[src/rtl/ccw_pkg.sv]
package ccw_pkg;
  localparam int ADDR_W = 24;
  localparam int CNT_W  = 16;
  localparam int OP_W   = 8;
  localparam int WORD_W = 64;
  localparam int WORD_BYTES = 8;
  localparam logic [OP_W-1:0] OP_IPL_READ = 8'h02;
  localparam logic [CNT_W-1:0] IPL_CNT    = 16'd24;

  typedef struct packed {
    logic [OP_W-1:0]   op;
    logic [ADDR_W-1:0] addr;
    logic              dc;
    logic              cc;
    logic              sli;
    logic              skip;
    logic              pci;
    logic [CNT_W-1:0]  cnt;
    logic              is_tic;
    logic              bad;
  } ccw_t;

  typedef enum logic [1:0] {
    END_OK   = 2'd0,
    END_DEV  = 2'd1,
    END_LEN  = 2'd2,
    END_PROG = 2'd3
  } end_t;
endpackage

[src/rtl/ccw_decode.sv]
module ccw_decode
  import ccw_pkg::*;
(
  input  logic [WORD_W-1:0] word_i,
  output ccw_t              ccw_o
);
  always_comb begin
    ccw_o.op     = word_i[63:56];
    ccw_o.addr   = word_i[55:32];
    ccw_o.dc     = word_i[31];
    ccw_o.cc     = word_i[30];
    ccw_o.sli    = word_i[29];
    ccw_o.skip   = word_i[28];
    ccw_o.pci    = word_i[27];
    ccw_o.cnt    = word_i[15:0];
    ccw_o.is_tic = (word_i[59:56] == 4'h8);
    ccw_o.bad    = (|word_i[26:24]) | (|word_i[23:16]);
  end
endmodule

[src/rtl/ccw_next_addr.sv]
module ccw_next_addr
  import ccw_pkg::*;
(
  input  logic [ADDR_W-1:0] pc_i,
  input  logic              skip_one_i,
  output logic [ADDR_W-1:0] next_o
);
  localparam logic [ADDR_W-1:0] STEP = ADDR_W'(WORD_BYTES);
  assign next_o = skip_one_i ? pc_i + (STEP << 1) : pc_i + STEP;
endmodule

[src/rtl/ccw_seq.sv]
module ccw_seq
  import ccw_pkg::*;
(
  input  logic              clk_i,
  input  logic              rst_ni,
  input  logic              start_i,
  input  logic              ipl_i,
  input  logic [ADDR_W-1:0] start_addr_i,
  output logic              mem_rd_o,
  output logic [ADDR_W-1:0] mem_addr_o,
  input  logic              mem_rvalid_i,
  input  logic [WORD_W-1:0] mem_rdata_i,
  output logic              dev_cmd_valid_o,
  input  logic              dev_cmd_ready_i,
  output logic [OP_W-1:0]   dev_op_o,
  output logic [ADDR_W-1:0] dev_addr_o,
  output logic [CNT_W-1:0]  dev_cnt_o,
  output logic              dev_cont_o,
  output logic              dev_skip_o,
  input  logic              dev_end_i,
  input  logic [CNT_W-1:0]  dev_resid_i,
  input  logic              dev_sm_i,
  input  logic              dev_err_i,
  output logic              busy_o,
  output logic              irq_o,
  output logic              pci_o,
  output logic [1:0]        end_code_o
);
  typedef enum logic [2:0] {S_IDLE, S_FETCH, S_WAIT, S_EXEC, S_ISSUE, S_DEV} state_t;

  state_t            state_q;
  logic [WORD_W-1:0] word_q;
  logic [ADDR_W-1:0] pc_q;
  logic              last_tic_q, cont_q, cur_dc_q, cur_cc_q, cur_sli_q;
  logic [OP_W-1:0]   op_q;
  logic [ADDR_W-1:0] daddr_q;
  logic [CNT_W-1:0]  cnt_q;
  logic              skip_q, irq_q, pci_q;
  end_t              end_q;
  ccw_t              ccw;
  logic [ADDR_W-1:0] pc_next;

  ccw_decode u_dec (.word_i(word_q), .ccw_o(ccw));
  ccw_next_addr u_nxt (.pc_i(pc_q), .skip_one_i(dev_sm_i), .next_o(pc_next));

  localparam logic [WORD_W-1:0] IPL_WORD =
    {OP_IPL_READ, {ADDR_W{1'b0}}, 8'h60, 8'h00, IPL_CNT};

  always_ff @(posedge clk_i or negedge rst_ni) begin
    if (!rst_ni) begin
      state_q <= S_IDLE; word_q <= '0; pc_q <= '0; last_tic_q <= 1'b0;
      cont_q <= 1'b0; cur_dc_q <= 1'b0; cur_cc_q <= 1'b0; cur_sli_q <= 1'b0;
      op_q <= '0; daddr_q <= '0; cnt_q <= '0; skip_q <= 1'b0;
      irq_q <= 1'b0; pci_q <= 1'b0; end_q <= END_OK;
    end else begin
      irq_q <= 1'b0;
      pci_q <= 1'b0;
      unique case (state_q)
        S_IDLE: if (start_i) begin
          end_q <= END_OK; last_tic_q <= 1'b0; cont_q <= 1'b0;
          if (ipl_i) begin
            word_q <= IPL_WORD; pc_q <= '0; state_q <= S_EXEC;
          end else begin
            pc_q <= {start_addr_i[ADDR_W-1:3], 3'b000}; state_q <= S_FETCH;
          end
        end
        S_FETCH: state_q <= S_WAIT;
        S_WAIT: if (mem_rvalid_i) begin
          word_q <= mem_rdata_i; state_q <= S_EXEC;
        end
        S_EXEC: begin
          if (ccw.bad || (ccw.is_tic && last_tic_q)) begin
            end_q <= END_PROG; irq_q <= 1'b1; state_q <= S_IDLE;
          end else if (ccw.is_tic) begin
            pc_q <= {ccw.addr[ADDR_W-1:3], 3'b000};
            last_tic_q <= 1'b1; state_q <= S_FETCH;
          end else begin
            last_tic_q <= 1'b0;
            if (!cont_q) op_q <= ccw.op;
            daddr_q <= ccw.addr; cnt_q <= ccw.cnt; skip_q <= ccw.skip;
            cur_dc_q <= ccw.dc; cur_cc_q <= ccw.cc; cur_sli_q <= ccw.sli;
            pci_q <= ccw.pci;
            state_q <= S_ISSUE;
          end
        end
        S_ISSUE: if (dev_cmd_ready_i) state_q <= S_DEV;
        S_DEV: if (dev_end_i) begin
          if (dev_err_i) begin
            end_q <= END_DEV; irq_q <= 1'b1; state_q <= S_IDLE;
          end else if (cur_dc_q) begin
            pc_q <= pc_q + ADDR_W'(WORD_BYTES); cont_q <= 1'b1; state_q <= S_FETCH;
          end else if (dev_resid_i != '0 && !cur_sli_q) begin
            end_q <= END_LEN; irq_q <= 1'b1; state_q <= S_IDLE;
          end else if (cur_cc_q) begin
            pc_q <= pc_next; cont_q <= 1'b0; state_q <= S_FETCH;
          end else begin
            end_q <= END_OK; irq_q <= 1'b1; state_q <= S_IDLE;
          end
        end
        default: state_q <= S_IDLE;
      endcase
    end
  end

  assign mem_rd_o        = (state_q == S_FETCH);
  assign mem_addr_o      = pc_q;
  assign dev_cmd_valid_o = (state_q == S_ISSUE);
  assign dev_op_o        = op_q;
  assign dev_addr_o      = daddr_q;
  assign dev_cnt_o       = cnt_q;
  assign dev_cont_o      = cont_q;
  assign dev_skip_o      = skip_q;
  assign busy_o          = (state_q != S_IDLE);
  assign irq_o           = irq_q;
  assign pci_o           = pci_q;
  assign end_code_o      = end_q;

  AST_IDLE_QUIET: assert property (@(posedge clk_i) disable iff (!rst_ni)
    !busy_o |-> (!mem_rd_o && !dev_cmd_valid_o)) else $error("idle activity");
  AST_RD_ALIGNED: assert property (@(posedge clk_i) disable iff (!rst_ni)
    mem_rd_o |-> (mem_addr_o[2:0] == 3'b000)) else $error("unaligned read");
  AST_IRQ_ONE_CYCLE: assert property (@(posedge clk_i) disable iff (!rst_ni)
    irq_o |=> !irq_o) else $error("irq width");
  AST_IRQ_NOT_BUSY: assert property (@(posedge clk_i) disable iff (!rst_ni)
    irq_o |-> !busy_o) else $error("irq while busy");
  AST_CMD_HOLD: assert property (@(posedge clk_i) disable iff (!rst_ni)
    (dev_cmd_valid_o && !dev_cmd_ready_i) |=>
      (dev_cmd_valid_o && $stable(dev_op_o) && $stable(dev_addr_o) && $stable(dev_cnt_o)))
    else $error("cmd unstable");
  AST_PCI_BUSY: assert property (@(posedge clk_i) disable iff (!rst_ni)
    pci_o |-> busy_o) else $error("pci idle");
  AST_ONE_ACTION: assert property (@(posedge clk_i) disable iff (!rst_ni)
    $onehot0({mem_rd_o, dev_cmd_valid_o, irq_o})) else $error("overlap");
endmodule

[config.mk]
export PLATFORM = sky130hd
export DESIGN_NAME = ccw_seq
export DESIGN_NICKNAME = d
export VERILOG_FILES = /design/src/rtl/ccw_pkg.sv /design/src/rtl/ccw_decode.sv /design/src/rtl/ccw_next_addr.sv /design/src/rtl/ccw_seq.sv
export SDC_FILE = /design/constraint.sdc
export NUM_CORES = 1
export LEC_CHECK = 0
export ABC_CLOCK_PERIOD_IN_PS = 2300
export CAP_MARGIN = 25
export CORE_AREA = 2 2 134 136
export DETAILED_ROUTE_END_ITERATION = 16
export DIE_AREA = 0 0 136 138
export PLACE_DENSITY = 0.76
export SYNTH_ARGS = -nofsm -noshare
export SYNTH_HDL_FRONTEND = slang
export SYNTH_HIERARCHICAL = 1
export SYNTH_SLANG_ARGS = --single-unit
[constraint.sdc]
create_clock -name clk_i -period 2.3 [get_ports clk_i]
set_clock_uncertainty 0.15 [all_clocks]
set_input_delay 0.46 -clock clk_i [delete_from_list [all_inputs] [get_ports clk_i]]
set_output_delay 0.46 -clock clk_i [all_outputs]
set_load 0.05 [all_outputs]
; Word-level counts from Yosys, hierarchy flattened
; Cells that the tools add are included.
; Widths: inputs -> output; s select.
[word_totals]
regBits = 149
inputBits = 113
elab_cells = 116
[classes]
n_addsub = 2
eq_ne = 19
n_mux = 55
bitwise_logic = 4
n_reduce_logical = 21
[ops]
columns = operator, n
row1 = $mux 24, 10
row2 = $mux 64, 3
row3 = $pmux 64 s2, 1
row4 = $pmux 24 s3, 1
row5 = $add 24x4->24 const B, 1
row6 = $add 24x5->24 const B, 1
row7 = $mux 1, 21
row8 = $mux 3, 6
row9 = $pmux 3 s6, 1
row10 = $mux 2, 8
row11 = $ne 2x2->1 const B, 8
row12 = $reduce_bool 16->1, 1
row13 = $reduce_and 4->1, 3
row14 = $reduce_and 6->1, 2
row15 = $ne 3x3->1 const B, 3
row16 = $reduce_and 8->1, 1
row17 = $reduce_or 8->1, 1
row18 = $eq 3x2->1 const B, 2
row19 = $eq 3x3->1 const B, 2
row20 = $pmux 1 s2, 3
row21 = $pmux 2 s3, 1
row22 = $reduce_and 3->1, 2
row23 = $reduce_bool 2->1, 3
row24 = $reduce_bool 3->1, 2
row25 = 11 further kinds, 14

; Logic depth before layout (Yosys ltp)
[depth]
ltp_word = 8
depth_mapped = 9
mapped_depth_nobuf = 9

; Cells and area by module
; Netlist, hierarchy kept.
[by_module_without_submodules]
columns = mod, instances, cells_each, area_per_inst_um2, seq_area_each_um2
row1 = ccw_seq, 1, 544, 6717.7, 3728.6
row2 = ccw_next_addr, 1, 63, 481.7, 0.0
row3 = ccw_decode, 1, 58, 429.2, 0.0

; Worst setup path after synthesis
; OpenSTA, ideal clock, no wires.
[synth_path]
path_kind = reg-to-reg
start = register pc_q[4], in the netlist mem_addr_o[4]
end = register pc_q[22], in the netlist mem_addr_o[22]
setup_time_ns = 0.126
t_arrival_ns = 2.431
required_ns = 2.024
setup_slack_ns = -0.407
stages_incl_launch_ff = 9
path_buffers = 0
period_less_slack_ns = 2.707
cell_sequence = dfrtp_1 -> ha_1 -> o211ai_1 -> nor4_4 -> nand2_1 -> xnor2_1 -> a222oi_1 -> o21ai_0 -> a221o_1
[synth_via]
elab_chain_cells = 8
word_cells_on_any_way = 9
[synth_lines]
columns = item, line_no
row1 = "start, declared", ccw_seq.sv:33  ; logic [ADDR_W-1:0] pc_q;
row2 = "start signal, assigned", ccw_seq.sv:75  ; pc_q <= {ccw.addr[ADDR_W-1:3], 3'b000};
row3 = $add 24x4->24 or $add 24x5->24 (tied branches), ccw_next_addr.sv:9  ; assign next_o = skip_one_i ? pc_i + (STEP << 1) : pc_i + STEP;
row4 = $mux 24 *, ccw_next_addr.sv:9
row5 = via pc_next[22], ccw_seq.sv:41  ; logic [ADDR_W-1:0] pc_next;
row6 = $mux 24 *, ccw_seq.sv:94  ; end else if (cur_cc_q) begin
row7 = $mux 24 *, ccw_seq.sv:92  ; end else if (dev_resid_i != '0 && !cur_sli_q) begin
row8 = $mux 24 *, ccw_seq.sv:90  ; end else if (cur_dc_q) begin
row9 = $mux 24 *, ccw_seq.sv:88  ; if (dev_err_i) begin
row10 = $mux 24 *, ccw_seq.sv:87  ; S_DEV: if (dev_end_i) begin
row11 = $pmux 24 s3 *, ccw_seq.sv:58  ; unique case (state_q)
; Mark *: on every way through the listed nets, which the timed path passes. The rest lies on a longest branch. The select of a mux whose other input is x is not followed.
; A chain may end at the register's enable or synchronous reset.

; Final worst setup path
[layout_path]
start = register state_q[2]
end = register op_q[3], in the netlist dev_op_o[3]
[layout_via]
elab_chain_cells = 2
[layout_lines]
columns = item, line_no
row1 = "start, declared", ccw_seq.sv:31  ; state_t state_q;
row2 = "start signal, assigned", ccw_seq.sv:51  ; state_q <= S_IDLE; word_q <= '0; pc_q <= '0; last_tic_q <= 1'b0;
row3 = "start signal, assigned", ccw_seq.sv:62  ; word_q <= IPL_WORD; pc_q <= '0; state_q <= S_EXEC;
row4 = "start signal, assigned", ccw_seq.sv:64  ; pc_q <= {start_addr_i[ADDR_W-1:3], 3'b000}; state_q <= S_FETCH;
row5 = $eq 3x2->1, ccw_seq.sv:58
row6 = $reduce_and 4->1 (no line), n/a
row7 = "end signal, assigned", ccw_seq.sv:79  ; if (!cont_q) op_q <= ccw.op;
row8 = "end, declared", ccw_seq.sv:35  ; logic [OP_W-1:0] op_q;
; No other way between the ends.

==> results_tabular.tex <==
\begin{tabular}{lr}
\hline
Metric & Value \\
\hline
\multicolumn{2}{l}{\textbf{Setup path}} \\
\quad Worst setup path category & reg2reg \\
\quad Flop2flop setup slack & -0.04 ns \\
\quad Terminus of the critical flop-to-flop path & dev\_op\_o[3]\$\_DFFE\_PN0P\_ \\
\quad Critical path capture point type & register \\
\quad Required time at the endpoint of the critical path & 2.46 ns \\
\quad Worst-path fanout max & 8 \\
\quad Startpoint Class & register \\
\quad Arrival @ worst endpoint & 2.49 ns \\
\quad Cell depth of the worst flop-to-flop path & 7 \\
\quad Worst R2R Start & state\_q[2]\$\_DFFE\_PN0P\_ \\
\multicolumn{2}{l}{\textbf{Synth}} \\
\quad Largest cells by area after synthesis & sky130\_fd\_sc\_hd\_\_dfrtp\_1 49\%, sky130\_fd\_sc\_hd\_\_a22o\_1 8.0\%, sky130\_fd\_sc\_hd\_\_mux2\_2 7.8\% \\
\quad Largest area contributor in the synthesized netlist & sky130\_fd\_sc\_hd\_\_dfrtp\_1 \\
\quad Sequential-to-total area share from yosys stat & 48.9\% \\
\quad Proportion of synthesized flip-flops having asynchronous set or reset & 100\% \\
\quad Synth unique cells & 68 \\
\quad Leading register cell type out of synthesis & sky130\_fd\_sc\_hd\_\_dfrtp\_1 \\
\quad Share of Yosys cell area claimed by the top area cell type & 48.9\% \\
\quad Most instantiated cells after synthesis & 149 x sky130\_fd\_sc\_hd\_\_dfrtp\_1, 70 x sky130\_fd\_sc\_hd\_\_a22o\_1, 59 x sky130\_fd\_sc\_hd\_\_buf\_4, 53 x sky130\_fd\_sc\_hd\_\_mux2\_2, 26 x sky130\_fd\_sc\_hd\_\_nand2\_1 \\
\quad Warnings, synthesis & 6 \\
\quad Number of enable flip-flop cells after synthesis & 0 \\
\quad Synthesized netlist cell count & 665 \\
\quad Total standard cell area after synthesis & 7630 µm² \\
\quad Syn\_nets & 781 \\
\quad Most common cell in the synthesized netlist & sky130\_fd\_sc\_hd\_\_dfrtp\_1 \\
\quad Post-Synthesis Mean Instance Area & 11.5 µm² \\
\quad Number of flip-flops and latches in the synthesized netlist & 149 \\
\multicolumn{2}{l}{\textbf{GRT}} \\
\quad Maximum number of pins on one net before global-route repair & 60 \\
\quad Initial antenna violation count & 1 \\
\quad GR Util All Layers & 22.7\% \\
\quad Vias in the first global route & 6431 \\
\quad Global-route wire length before repair & 33600 µm \\
\quad Total global routing overflow & 0 \\
\multicolumn{2}{l}{\textbf{Layout}} \\
\quad Ratio of cells with drive above 1 in the final layout & 28.6\% \\
\quad Layout Cells excl Fill & 1109 \\
\quad Area growth from synthesis to layout & 42.8\% \\
\quad Fillers & 1393 \\
\quad FF/Latch Area & 3760 µm² \\
\quad Layout Cell Area excl Fill & 10900 µm² \\
\quad Multi-input combinational cell area & 3460 µm² \\
\quad Number of nets in the finished design & 982 \\
\multicolumn{2}{l}{\textbf{Power and ir drop}} \\
\quad Final Power & 0.0149 W \\
\quad Power density over cell area & 1370 nW/µm² \\
\quad Leak & 4.77 nW \\
\quad Sw Ratio & 43.3\% \\
\quad Maximum ir drop on the vdd rail & 729 µV \\
\quad Switching Power & 0.00647 W \\
\quad Internal power contribution & 0.00847 W \\
\quad Relative contribution of combinational cells to total power & 50.1\% \\
\quad Part of the power in registers & 31.0\% \\
\quad Clock share of power & 18.9\% \\
\multicolumn{2}{l}{\textbf{Detailed routing}} \\
\quad Starting DRC count in detailed routing & 636 \\
\quad Final wirelength & 21900 µm \\
\quad Number of detailed-route iterations in the first pass & 5 \\
\quad Vias after detailed routing & 6429 \\
\quad DRC errors left & 0 \\
\quad Average detailed-routed wire length per instance & 19.8 µm \\
\quad Via/cell ratio & 5.80 \\
\quad Detail Route Antenna Nets & 0 \\
\multicolumn{2}{l}{\textbf{STA}} \\
\quad Min Hold Slack & 0.355 ns \\
\quad Worst Slack Setup Final & -0.0358 ns \\
\quad Slew at the pin closest to its max-slew limit & 0.663 ns \\
\quad Final setup violation count & 8 \\
\quad Final Hold Fails & 0 \\
\quad Final cycle utilization of the critical path & 102\% \\
\quad Timing-limited maximum frequency & 428 MHz \\
\quad Minimum period implied by the final worst setup slack & 2.34 ns \\
\quad Setup TNS & -0.242 ns \\
\quad Number of slew-limit violations in the final report & 0 \\
\quad Normalized max-slew margin & 55.8\% \\
\quad RSZ-0062 raised after global routing & yes \\
\multicolumn{2}{l}{\textbf{Placed design}} \\
\quad Hpwl dp & 14800 µm \\
\quad Port buffer count & 190 \\
\quad Cell area after placement & 9900 µm² \\
\quad GP Congestion & 0.951 \\
\quad Number of cells after detailed placement & 1057 \\
\multicolumn{2}{l}{\textbf{Clock tree}} \\
\quad Level count of the clock H-tree & 4 \\
\quad Number of clock buffers inserted by TritonCTS & 17 \\
\quad Root buffer selected by CTS & sky130\_fd\_sc\_hd\_\_clkbuf\_16 \\
\quad CTS clock-pin slew for the worst setup and hold paths & 0.07 ns \\
\quad TritonCTS clock tree & built \\
\quad Clock buffer depth & 2 \\
\quad Sinks on the clock net & 149 \\
\quad Clock latency at the later pin of the worst-skew pair & 0.42 ns \\
\multicolumn{2}{l}{\textbf{Min path}} \\
\quad Hold Crit Depth & 1 \\
\quad Min-Delay Endpoint & word\_q[5]\$\_DFFE\_PN0P\_ \\
\quad Launch instance of the worst min-delay path & word\_q[5]\$\_DFFE\_PN0P\_ \\
\quad Class of the tightest hold or removal check & reg2reg \\
\multicolumn{2}{l}{\textbf{Die}} \\
\quad Top-level I/O count & 194 \\
\quad Starting density of the core & 43.5\% \\
\quad Std cell rows & 49 \\
\quad Area of the die & 18800 µm² \\
\quad Die Span X & 136 µm \\
\quad Die H & 138 µm \\
\quad Area of the core & 17500 µm² \\
\multicolumn{2}{l}{\textbf{Outcome}} \\
\quad Violated checks & negative setup slack \\
\quad Run status & finished, violations left \\
\multicolumn{2}{l}{\textbf{Flow run}} \\
\quad Maxcap violations & 0 \\
\hline
\end{tabular}
[critical path, cell delays in order (launching register included)]
cell and delay (ns):
sky130_fd_sc_hd__dfrtp_2 0.45, sky130_fd_sc_hd__buf_8 0.14, sky130_fd_sc_hd__nand3b_1 0.27, sky130_fd_sc_hd__buf_4 0.21, sky130_fd_sc_hd__or3_4 0.40, sky130_fd_sc_hd__nor2_4 0.14, sky130_fd_sc_hd__buf_12 0.15, sky130_fd_sc_hd__mux2_4 0.30
[kinds of logic (layout without fill, tap and decap cells)]
family	count (synthesis)	after routing	share of synthesized area, %
xor+xnor	22	22	2.53
compound gates	193	193	19.8
other cells	0	1	0
buf+inv	107	321	9.22
simple gates	133	133	10.6
fa+ha+maj	3	3	0.492
mux	58	58	8.53
flops	149	149	48.9
[layout make-up]
class,instances,share of cell area (%)
Multi-Input combinational cell,409,31.8
Timing Repair Buffer,280,25.3
Inverter,9,0.310
Clock buffer,18,4.03
Tap cell,229,2.63
Sequential cell,149,34.5
Clock inverter,14,1.40
Antenna cell,1,0.0230
[registers in the layout, indices dropped and copies added (netlist names)]
register    cells
word_q         64
dev_addr_o     24
mem_addr_o     24
dev_cnt_o      16
dev_op_o        8
state_q         3
end_code_o      2
cur_cc_q        1
cur_dc_q        1
cur_sli_q       1
dev_cont_o      1
dev_skip_o      1
irq_o           1
last_tic_q      1
pci_o           1
[cell usage in the layout (no fill, tap or decap), types with 6 or more instances in the layout]
| master | synthesis | routed |
|---|---|---|
| sky130_fd_sc_hd__a21oi_1 | 13 | 12 |
| sky130_fd_sc_hd__a221oi_1 | 7 | 7 |
| sky130_fd_sc_hd__a222oi_1 | 14 | 14 |
| sky130_fd_sc_hd__a22o_1 | 70 | 70 |
| sky130_fd_sc_hd__and3_1 | 6 | 6 |
| sky130_fd_sc_hd__buf_12 | 0 | 14 |
| sky130_fd_sc_hd__buf_4 | 59 | 88 |
| sky130_fd_sc_hd__clkbuf_16 | 0 | 19 |
| sky130_fd_sc_hd__clkdlybuf4s50_1 | 0 | 162 |
| sky130_fd_sc_hd__dfrtp_1 | 149 | 134 |
| sky130_fd_sc_hd__dfrtp_2 | 0 | 9 |
| sky130_fd_sc_hd__dfrtp_4 | 0 | 6 |
| sky130_fd_sc_hd__dlygate4sd2_1 | 0 | 8 |
| sky130_fd_sc_hd__inv_1 | 9 | 9 |
| sky130_fd_sc_hd__inv_6 | 0 | 7 |
| sky130_fd_sc_hd__mux2_2 | 53 | 45 |
| sky130_fd_sc_hd__mux2_4 | 0 | 8 |
| sky130_fd_sc_hd__nand2_1 | 26 | 25 |
| sky130_fd_sc_hd__nand3_1 | 14 | 12 |
| sky130_fd_sc_hd__nand4_1 | 11 | 11 |
| sky130_fd_sc_hd__nor2_1 | 24 | 24 |
| sky130_fd_sc_hd__nor3_1 | 8 | 8 |
| sky130_fd_sc_hd__o21ai_0 | 25 | 16 |
| sky130_fd_sc_hd__o21ai_1 | 7 | 16 |
| sky130_fd_sc_hd__o31a_1 | 7 | 7 |
| sky130_fd_sc_hd__o31ai_4 | 0 | 7 |
| sky130_fd_sc_hd__xnor2_1 | 15 | 15 |
| sky130_fd_sc_hd__xor2_1 | 7 | 7 |
[metrics by stage]
| step | utilization, % | worst slack, ns |
|---|---|---|
| CTS | 60.5 | -0.0210 |
| global route | 62.1 | -0.102 |
| detailed placement | 56.5 | -0.463 |
| floorplan | - | -0.0800 |
| finish | 62.1 | -0.0358 |
| global placement | 56.5 | -0.423 |
[metal layers]
| metal | vias to the layer above | GRT usage (%) | wire length, µm |
|---|---|---|---|
| met1 | 3193 | 29.8 | 8980 |
| li1 | 2884 | - | - |
| met4 | 0 | 8.77 | 605 |
| met2 | 302 | 35.3 | 10500 |
| met3 | 50 | 6.93 | 1880 |
| met5 | - | 0 | 0 |
[timing repair]
item | in CTS | in global routing
gates cloned | 0 | 2
endpoints found under the setup margin | 83 | 78
hold endpoints to repair | 32 | 0
hold buffers | 1 | 0
resized for setup | 27 | 36
setup buffers | 6 | 9
pin swaps | 12 | 19
[how the worst max path moves through the flow]
stage	startpoint	to	slack, ns
after CTS	word_q[16]$_DFFE_PN0P_	mem_addr_o[13]$_DFFE_PN0P_	-0.02
after global placement	dev_sm_i	mem_addr_o[22]$_DFFE_PN0P_	-0.42
final	state_q[2]$_DFFE_PN0P_	dev_op_o[3]$_DFFE_PN0P_	-0.04
after global routing	word_q[17]$_DFFE_PN0P_	mem_addr_o[17]$_DFFE_PN0P_	-0.10
after floorplan	mem_addr_o[17]$_DFFE_PN0P_	mem_addr_o[22]$_DFFE_PN0P_	-0.08
after detailed placement	dev_sm_i	mem_addr_o[21]$_DFFE_PN0P_	-0.46
[power groups by stage]
stage	Sequential [W]	Clock, W	Combinational (W)
floorplan	0.00649	0	0.00300
global placement	0.00460	0	0.00700
detailed placement	0.00461	0	0.00711
CTS	0.00459	0.00287	0.00721
global route	0.00477	0.00298	0.00787
finish	0.00464	0.00282	0.00748
(Power assumes the default switching activity.)
